$ cat src/rtl/i2cSeqPkg.sv
package i2cSeqPkg;

  typedef enum logic [1:0] {
    SEQ_WRITE = 2'd0,
    SEQ_READ  = 2'd1,
    SEQ_WRRD  = 2'd2,
    SEQ_WRWR  = 2'd3
  } seqKind_e;

  typedef enum logic [2:0] {
    OP_START  = 3'd0,
    OP_RSTART = 3'd1,
    OP_STOP   = 3'd2,
    OP_WRITE  = 3'd3,
    OP_READ   = 3'd4
  } busOp_e;

  localparam logic [3:0] RES_INPROG  = 4'h1;
  localparam logic [3:0] RES_DONE    = 4'h0;
  localparam logic [3:0] RES_NACK    = 4'hF;
  localparam logic [3:0] RES_BUSERR  = 4'hE;
  localparam logic [3:0] RES_ARB     = 4'hD;
  localparam logic [3:0] RES_USAGE   = 4'hC;
  localparam logic [3:0] RES_SWFAULT = 4'hB;

  typedef enum logic [3:0] {
    S_IDLE, S_CHECK, S_START, S_ADDRH, S_ADDRL, S_WCHK,
    S_WGET, S_WPUT, S_RSTART, S_RCHK, S_RGET, S_STOP
  } state_e;

  typedef struct packed {
    logic       loadCfg;
    logic       loadLen0;
    logic       loadLen1;
    logic       decCnt;
    logic       latchTx;
    logic       captureRx;
    logic       setRes;
    logic [3:0] resCode;
  } strobes_t;

endpackage

$ cat src/rtl/i2cSeqData.sv
module i2cSeqData
  import i2cSeqPkg::*;
#(
  parameter int LEN_W = 8
) (
  input  logic             clk,
  input  logic             rstN,
  input  strobes_t         st,
  input  logic [1:0]       seqTypeIn,
  input  logic             tenBitIn,
  input  logic [15:0]      addrIn,
  input  logic [LEN_W-1:0] len0In,
  input  logic [LEN_W-1:0] len1In,
  input  logic [7:0]       txDataIn,
  input  logic [7:0]       engDataIn,
  output seqKind_e         seqKind,
  output logic             tenBit,
  output logic             cntZero,
  output logic             cntOne,
  output logic             usageBad,
  output logic [7:0]       addrHiW,
  output logic [7:0]       addrHiR,
  output logic [7:0]       addrLo,
  output logic [7:0]       txByte,
  output logic             curBuf,
  output logic [7:0]       rxData,
  output logic             rxValid,
  output logic             busy,
  output logic [3:0]       result
);

  localparam logic [LEN_W-1:0] CNT_ONE = LEN_W'(1);

  logic [10:0]      addrR;
  logic [LEN_W-1:0] len0R, len1R, cnt;
  logic             unusedAddr;

  assign unusedAddr = ^{addrIn[15:11], addrIn[8]};

  always_ff @(posedge clk) begin
    if (!rstN) begin
      seqKind <= SEQ_WRITE;
      tenBit  <= 1'b0;
      addrR   <= '0;
      len0R   <= '0;
      len1R   <= '0;
      cnt     <= '0;
      curBuf  <= 1'b0;
      txByte  <= '0;
      rxData  <= '0;
      rxValid <= 1'b0;
      busy    <= 1'b0;
      result  <= RES_DONE;
    end else begin
      rxValid <= st.captureRx;
      if (st.loadCfg) begin
        seqKind <= seqKind_e'(seqTypeIn);
        tenBit  <= tenBitIn;
        addrR   <= {addrIn[10:9], addrIn[7:0], 1'b0};
        len0R   <= len0In;
        len1R   <= len1In;
        busy    <= 1'b1;
        result  <= RES_INPROG;
      end
      if (st.loadLen0) begin
        cnt    <= len0R;
        curBuf <= 1'b0;
      end else if (st.loadLen1) begin
        cnt    <= len1R;
        curBuf <= 1'b1;
      end else if (st.decCnt) begin
        cnt <= cnt - CNT_ONE;
      end
      if (st.latchTx)   txByte <= txDataIn;
      if (st.captureRx) rxData <= engDataIn;
      if (st.setRes) begin
        busy   <= 1'b0;
        result <= st.resCode;
      end
    end
  end

  // addrR layout: [10:9] upper bits of a 10-bit address, [8:1] low byte
  assign cntZero  = (cnt == '0);
  assign cntOne   = (cnt == CNT_ONE);
  assign usageBad = ((seqKind == SEQ_READ) && (len0R == '0)) ||
                    ((seqKind == SEQ_WRRD) && (len1R == '0));
  assign addrHiW  = tenBit ? {5'b11110, addrR[10:9], 1'b0} : {addrR[8:2], 1'b0};
  assign addrHiR  = tenBit ? {5'b11110, addrR[10:9], 1'b1} : {addrR[8:2], 1'b1};
  assign addrLo   = addrR[8:1];

  p_no_underflow_r2: assert property (@(posedge clk) disable iff (!rstN)
    st.decCnt |-> !cntZero);

  p_single_start_r12: assert property (@(posedge clk) disable iff (!rstN)
    busy |-> !st.loadCfg);

endmodule

$ cat src/rtl/i2cSeqCtrl.sv
module i2cSeqCtrl
  import i2cSeqPkg::*;
(
  input  logic       clk,
  input  logic       rstN,
  input  logic       startReq,
  input  seqKind_e   seqKind,
  input  logic       tenBit,
  input  logic       cntZero,
  input  logic       cntOne,
  input  logic       usageBad,
  input  logic [7:0] addrHiW,
  input  logic [7:0] addrHiR,
  input  logic [7:0] addrLo,
  input  logic [7:0] txByte,
  input  logic       curBuf,
  input  logic       txValid,
  input  logic       engDone,
  input  logic       engAck,
  input  logic       engArbLost,
  input  logic       engBusErr,
  output strobes_t   st,
  output logic       txReady,
  output logic       cmdValid,
  output logic [2:0] cmdOp,
  output logic [7:0] cmdByte,
  output logic       cmdNack
);

  state_e     state, stateN;
  logic       rdPhase, rdPhaseN;
  logic [3:0] pend, pendN;

  always_comb begin
    cmdValid = 1'b1;
    cmdOp    = OP_WRITE;
    cmdByte  = 8'h00;
    unique case (state)
      S_START:  cmdOp = OP_START;
      S_RSTART: cmdOp = OP_RSTART;
      S_STOP:   cmdOp = OP_STOP;
      S_RGET:   cmdOp = OP_READ;
      S_ADDRH:  cmdByte = rdPhase ? addrHiR : addrHiW;
      S_ADDRL:  cmdByte = addrLo;
      S_WPUT:   cmdByte = txByte;
      default:  cmdValid = 1'b0;
    endcase
  end

  assign cmdNack = (state == S_RGET) && cntOne;
  assign txReady = (state == S_WGET);

  always_comb begin
    stateN   = state;
    rdPhaseN = rdPhase;
    pendN    = pend;
    st       = '0;
    if (cmdValid && engDone && (engArbLost || engBusErr)) begin
      st.setRes  = 1'b1;
      st.resCode = engArbLost ? RES_ARB : RES_BUSERR;
      stateN     = S_IDLE;
    end else begin
      unique case (state)
        S_IDLE: if (startReq) begin
          st.loadCfg = 1'b1;
          stateN     = S_CHECK;
        end
        S_CHECK: if (usageBad) begin
          st.setRes  = 1'b1;
          st.resCode = RES_USAGE;
          stateN     = S_IDLE;
        end else begin
          st.loadLen0 = 1'b1;
          rdPhaseN    = (seqKind == SEQ_READ) && !tenBit;
          pendN       = RES_DONE;
          stateN      = S_START;
        end
        S_WCHK: begin
          if (!cntZero) stateN = S_WGET;
          else if (seqKind == SEQ_WRWR && !curBuf) st.loadLen1 = 1'b1;
          else if (seqKind == SEQ_WRRD) begin
            st.loadLen1 = 1'b1;
            stateN      = S_RSTART;
          end else stateN = S_STOP;
        end
        S_WGET: if (txValid) begin
          st.latchTx = 1'b1;
          stateN     = S_WPUT;
        end
        S_RCHK: stateN = cntZero ? S_STOP : S_RGET;
        S_START: if (engDone) stateN = S_ADDRH;
        S_RSTART: if (engDone) begin
          rdPhaseN = 1'b1;
          stateN   = S_ADDRH;
        end
        S_ADDRH, S_ADDRL, S_WPUT: if (engDone) begin
          if (!engAck) begin
            pendN  = RES_NACK;
            stateN = S_STOP;
          end else if (state == S_WPUT) begin
            st.decCnt = 1'b1;
            stateN    = S_WCHK;
          end else if (state == S_ADDRL) begin
            stateN = (seqKind == SEQ_READ) ? S_RSTART : S_WCHK;
          end else if (tenBit && !rdPhase) stateN = S_ADDRL;
          else stateN = rdPhase ? S_RCHK : S_WCHK;
        end
        S_RGET: if (engDone) begin
          st.captureRx = 1'b1;
          st.decCnt    = 1'b1;
          stateN       = S_RCHK;
        end
        S_STOP: if (engDone) begin
          st.setRes  = 1'b1;
          st.resCode = pend;
          stateN     = S_IDLE;
        end
        default: stateN = S_IDLE;
      endcase
    end
  end

  always_ff @(posedge clk) begin
    if (!rstN) begin
      state   <= S_IDLE;
      rdPhase <= 1'b0;
      pend    <= RES_DONE;
    end else begin
      state   <= stateN;
      rdPhase <= rdPhaseN;
      pend    <= pendN;
    end
  end

  p_cmd_hold_r1: assert property (@(posedge clk) disable iff (!rstN)
    (cmdValid && !engDone) |=> (cmdValid && $stable(cmdOp) && $stable(cmdByte)));

  p_arb_release_r11: assert property (@(posedge clk) disable iff (!rstN)
    (cmdValid && engDone && engArbLost) |=> (!cmdValid && state == S_IDLE));

  p_usage_quiet_r6: assert property (@(posedge clk) disable iff (!rstN)
    (state == S_CHECK && usageBad) |=> (!cmdValid && state == S_IDLE));

endmodule

$ cat src/rtl/i2cXferSeq.sv
module i2cXferSeq
  import i2cSeqPkg::*;
#(
  parameter int LEN_W = 8
) (
  input  logic             clk,
  input  logic             rstN,
  input  logic             startReq,
  input  logic [1:0]       seqType,
  input  logic             tenBitAddr,
  input  logic [15:0]      slaveAddr,
  input  logic [LEN_W-1:0] len0,
  input  logic [LEN_W-1:0] len1,
  input  logic [7:0]       txData,
  input  logic             txValid,
  output logic             txReady,
  output logic             txSel,
  output logic [7:0]       rxData,
  output logic             rxValid,
  output logic             rxSel,
  output logic             cmdValid,
  output logic [2:0]       cmdOp,
  output logic [7:0]       cmdByte,
  output logic             cmdNack,
  input  logic             engDone,
  input  logic             engAck,
  input  logic [7:0]       engData,
  input  logic             engArbLost,
  input  logic             engBusErr,
  output logic             busy,
  output logic [3:0]       result
);

  strobes_t   st;
  seqKind_e   seqKind;
  logic       tenBit, cntZero, cntOne, usageBad, curBuf;
  logic [7:0] addrHiW, addrHiR, addrLo, txByte;

  i2cSeqData #(.LEN_W(LEN_W)) i_data (
    .clk(clk), .rstN(rstN), .st(st),
    .seqTypeIn(seqType), .tenBitIn(tenBitAddr), .addrIn(slaveAddr),
    .len0In(len0), .len1In(len1), .txDataIn(txData), .engDataIn(engData),
    .seqKind(seqKind), .tenBit(tenBit), .cntZero(cntZero), .cntOne(cntOne),
    .usageBad(usageBad), .addrHiW(addrHiW), .addrHiR(addrHiR), .addrLo(addrLo),
    .txByte(txByte), .curBuf(curBuf), .rxData(rxData), .rxValid(rxValid),
    .busy(busy), .result(result)
  );

  i2cSeqCtrl i_ctrl (
    .clk(clk), .rstN(rstN), .startReq(startReq),
    .seqKind(seqKind), .tenBit(tenBit), .cntZero(cntZero), .cntOne(cntOne),
    .usageBad(usageBad), .addrHiW(addrHiW), .addrHiR(addrHiR), .addrLo(addrLo),
    .txByte(txByte), .curBuf(curBuf), .txValid(txValid),
    .engDone(engDone), .engAck(engAck), .engArbLost(engArbLost),
    .engBusErr(engBusErr), .st(st), .txReady(txReady), .cmdValid(cmdValid),
    .cmdOp(cmdOp), .cmdByte(cmdByte), .cmdNack(cmdNack)
  );

  assign txSel = curBuf;
  assign rxSel = curBuf;

endmodule

$ cat config.mk
export PLATFORM = sky130hd
export DESIGN_NAME = i2cXferSeq
export DESIGN_NICKNAME = d
export VERILOG_FILES = /design/src/rtl/i2cSeqPkg.sv /design/src/rtl/i2cSeqData.sv /design/src/rtl/i2cSeqCtrl.sv /design/src/rtl/i2cXferSeq.sv
export SDC_FILE = /design/constraint.sdc
export NUM_CORES = 1
export LEC_CHECK = 0
export BUFFER_PORTS_ARGS = -buffer_cell sky130_fd_sc_hd__buf_2
export CAP_MARGIN = 20
export CORE_ASPECT_RATIO = 1.75
export CORE_UTILIZATION = 30
export CTS_CLUSTER_DIAMETER = 100
export DETAILED_ROUTE_END_ITERATION = 7
export PLACE_DENSITY_LB_ADDON = 0.12
export SLEW_MARGIN = 20
export SYNTH_ARGS = -nofsm -noshare
export SYNTH_HDL_FRONTEND = slang
export SYNTH_SLANG_ARGS = --single-unit
$ cat constraint.sdc
create_clock -name clk -period 4.16 [get_ports clk]
set_input_delay 0.416 -clock clk [delete_from_list [all_inputs] [get_ports clk]]
set_output_delay 0.416 -clock clk [all_outputs]
set_load 0.01 [all_outputs]
==> metrics.md <==
| Metric | Value |
|---|---|
| Layout net count | 557 |
| Routed Wire Length | 10100 microns |
| Hold path endpoint | i_data.rxData[0]$_SDFFE_PN0P_ |
| Synthesized area | 0.00328 sq mm |
| MaxCap Viol Count | 0 |
| Vias | 3254 |
| Min Hold Slack | 0.317 ns |
| VDD IR max | 0.000313 V |
| Post-synth top area cell | dfxtp_1 |
| DRC Markers | 0 |
| I/O pins | 89 |
| Hold_buf cts | 0 |
| Crit path kind | flip-flop to primary output |
| Synth cell count leaders | nand2_1, dfxtp_1, a21oi_1, nor2_1, o21ai_0 |
| First-pass GRT wire length | 16000 microns |
| Floorplan row count | 50 |
| Post-synth top area share | 39.7% |
| Worst Hold Path Cells | 3 |
| GP Congestion | 0.865 |
| Clk_lat worst skew | 0.33 ns |
| Vias in the first global route | 3127 |
| Post_cts resized | 0 |
| Gr usage total | 18.9% |
| Max incr delay on CP | 0.73 ns |
| CP cell instances | and2_1 > nand2_1 > nor3b_1 > a222oi_1 > inv_1 > buf_2 |
| Reg2reg setup slack | 1.49 ns |
| Reg-to-Reg Start | i_ctrl.state[2]$_SDFFE_PP0P_ |
| Synth area leaders | dfxtp_1, nand2_1, a21oi_1 |
| Diode count | 0 |
| Sequential share of the synthesized area | 39.7% |
| CTS max path bufs | 2 |
| H-tree depth reported by CTS | 3 |
| Pleak | 1.66 nW |
| Total CTS buffers | 9 |
| Hold WC Path Type | input port to flip-flop |
| Die X | 81.0 microns |
| Worst path required time | 3.74 ns |
| Post-Syn Nets | 489 |
| Asr flop ratio synth | 0% |
| Fmax | 341 MHz |
| Starting DRC count in detailed routing | 210 |
| Global routing usage on met3 | 3.58% |
| Period minus WS final | 2.93 ns |
| WP data arrival | 2.51 ns |
| Most frequent cell after synthesis | nand2_1 |
| Initial antenna violation count | 0 |
| Slew Viols, Final | 0 |
| Post-synth EDFFs | 0 |
| Final hold vios | 0 |
| Chip height | 140 microns |
| Pwr per Cell Area | 709 mW/mm^2 |
| Worst r2r path cells | 6 |
| Clk slew on worst S/H paths | 0.05 ns |
| Root Driver | clkbuf_16 |
| #FFs+latches synth | 65 |
| Critical-path top delay cell | dfxtp_1 |
| IO Port Bufs | 82 |
| Global Route met2 Usage | 33.8% |
| Avg WL per Cell | 16.0 microns |
| Total grt overflow | 0 |
| Post-CTS setup buffer count | 0 |
| CORE AREA | 0.0106 sq mm |
| Top Usage Layer GRT | met2 |
| Clk_skew | 0.00458 ns |
| Met1 usage | 20.5% |
| Top_reg_cell synth | dfxtp_1 |
| Starting Density | 30.8% |
| Worst hold start | engData[0] |
| Status | finished clean |
| Yosys warnings | 0 |
| Final setup fails | 0 |
| Pin count of the biggest net entering global routing | 33 |
| Reg-to-reg endpoint | i_data.rxData[4]$_SDFFE_PN0P_ |
| Slew HR | 41.6% |
| DIE AREA | 0.0114 sq mm |
| Mapped Cells | 428 |
| CP endpoint kind | primary output |
| Crit Path Max Fanout | 19 |
| Fin crit share | 70.4% |
| Detail Placement HPWL | 7520 microns |
| Avg Cell Area, Syn | 7.66 sq um |
| Layout Utilization | 38.2% |
| Startpoint Class | flip-flop |
| Fill count | 1173 |
| CTS Sinks | 65 |
| Via density | 5.17 |
| Yosys cell types | 62 |
| Post-route ant nets | 0 |
| Final setup TNS | 0 ns |
| Setup repair after global routing missed its margin | false |
| Worst Tran Pin Value | 0.871 ns |
| DRT Pass-1 Iters | 4 |
| Layout cell share with drive strength beyond 1 | 23.8% |
| Area Overhead vs Synth | 23.8% |
| CTS tree | done |
## per-stage QoR
step | cells | instance area (sq um) | power (mW) | setup slack [ns]
2_1_floorplan | 428 | 3280 | 1.82 | 2.19
3_3_place_gp | 614 | 3750 | 2.12 | 1.45
3_5_place_dp | 614 | 3750 | 2.14 | 1.45
4_1_cts | 629 | 4040 | 2.90 | 1.22
5_1_grt | 630 | 4060 | 3.09 | 1.02
6_report | 630 | 4060 | 2.88 | 1.23
## kinds of logic (layout without fill, tap and decap cells)
| kind of cell | count (synthesis) | in the layout | synth area share (%) |
|---|---|---|---|
| compound gates | 114 | 114 | 22.2 |
| xor+xnor | 6 | 6 | 1.60 |
| fa+ha+maj | 2 | 2 | 0.763 |
| buf+inv | 42 | 114 | 5.53 |
| flops | 65 | 65 | 39.7 |
| mux | 10 | 10 | 3.05 |
| simple gates | 189 | 189 | 27.2 |
## cells in the final DEF, fill, tap and decap left out, drive strengths merged, types with 3 or more instances in the layout
master	instances
buf	86
and2	3
clkbuf	10
o211ai	4
clkinv	3
nand2b	5
a31oi	7
xor2	3
nor4	6
a21o	3
nor2	37
o21ai	23
o221ai	4
nand2	92
and3	3
nand3	21
xnor2	3
mux2i	10
dfxtp	65
nor3	7
o22ai	4
a21oi	48
inv	13
## per-layer routing
layer,share of wire [%],vias up
met1,39,1513
met4,2.5,0
met2,54,86
met5,0,-
met3,4.3,18
li1,-,1637
## state kept, by name, summed over array words and instances (netlist names), 3 cells and up
register and cells:
i_data.rxData 8, i_ctrl.state 4, i_data.len1R 8, i_data.txByte 8, i_data.addrR 10, i_data.result 3, i_data.len0R 8, i_data.cnt 8
## power breakdown
group	internal, mW	switching, mW
sequential	0.761	0.175
combinational	0.485	0.703
clock	0.475	0.278
## worst max-delay path: cells and delay by family, from the launching register on
family / cells / cell delay (ns)
flip-flops: 1 / 0.73
buffers and inverters: 2 / 0.23
AND/OR/NAND/NOR: 3 / 1.02
AO/OA/AOI/OAI: 1 / 0.20
## worst max-delay path by stage
| stage | depth (start not counted) | from | to |
|---|---|---|---|
| 2_1_floorplan | 7 | i_ctrl.state[1]$_SDFFE_PP0P_ | cmdByte[1] |
| 5_1_grt | 6 | i_ctrl.state[1]$_SDFFE_PP0P_ | cmdByte[4] |
| 3_3_place_gp | 6 | i_ctrl.state[2]$_SDFFE_PP0P_ | i_data.rxData[1]$_SDFFE_PN0P_ |
| 6_report | 6 | i_ctrl.state[1]$_SDFFE_PP0P_ | cmdByte[1] |
| 4_1_cts | 6 | i_ctrl.state[1]$_SDFFE_PP0P_ | cmdByte[1] |
| 3_5_place_dp | 6 | i_ctrl.state[2]$_SDFFE_PP0P_ | i_data.rxData[4]$_SDFFE_PN0P_ |
## final cells by class
class,instances,area (sq um),area share [%]
Inverter,13,48.8,1.20
Clock inverter,5,56.3,1.39
Sequential cell,65,1300,32.1
Multi-Input combinational cell,321,1800,44.4
Clock buffer,10,239,5.89
Timing Repair Buffer,86,448,11.0
Tap cell,130,163,4.01
(Power assumes the default switching activity.)
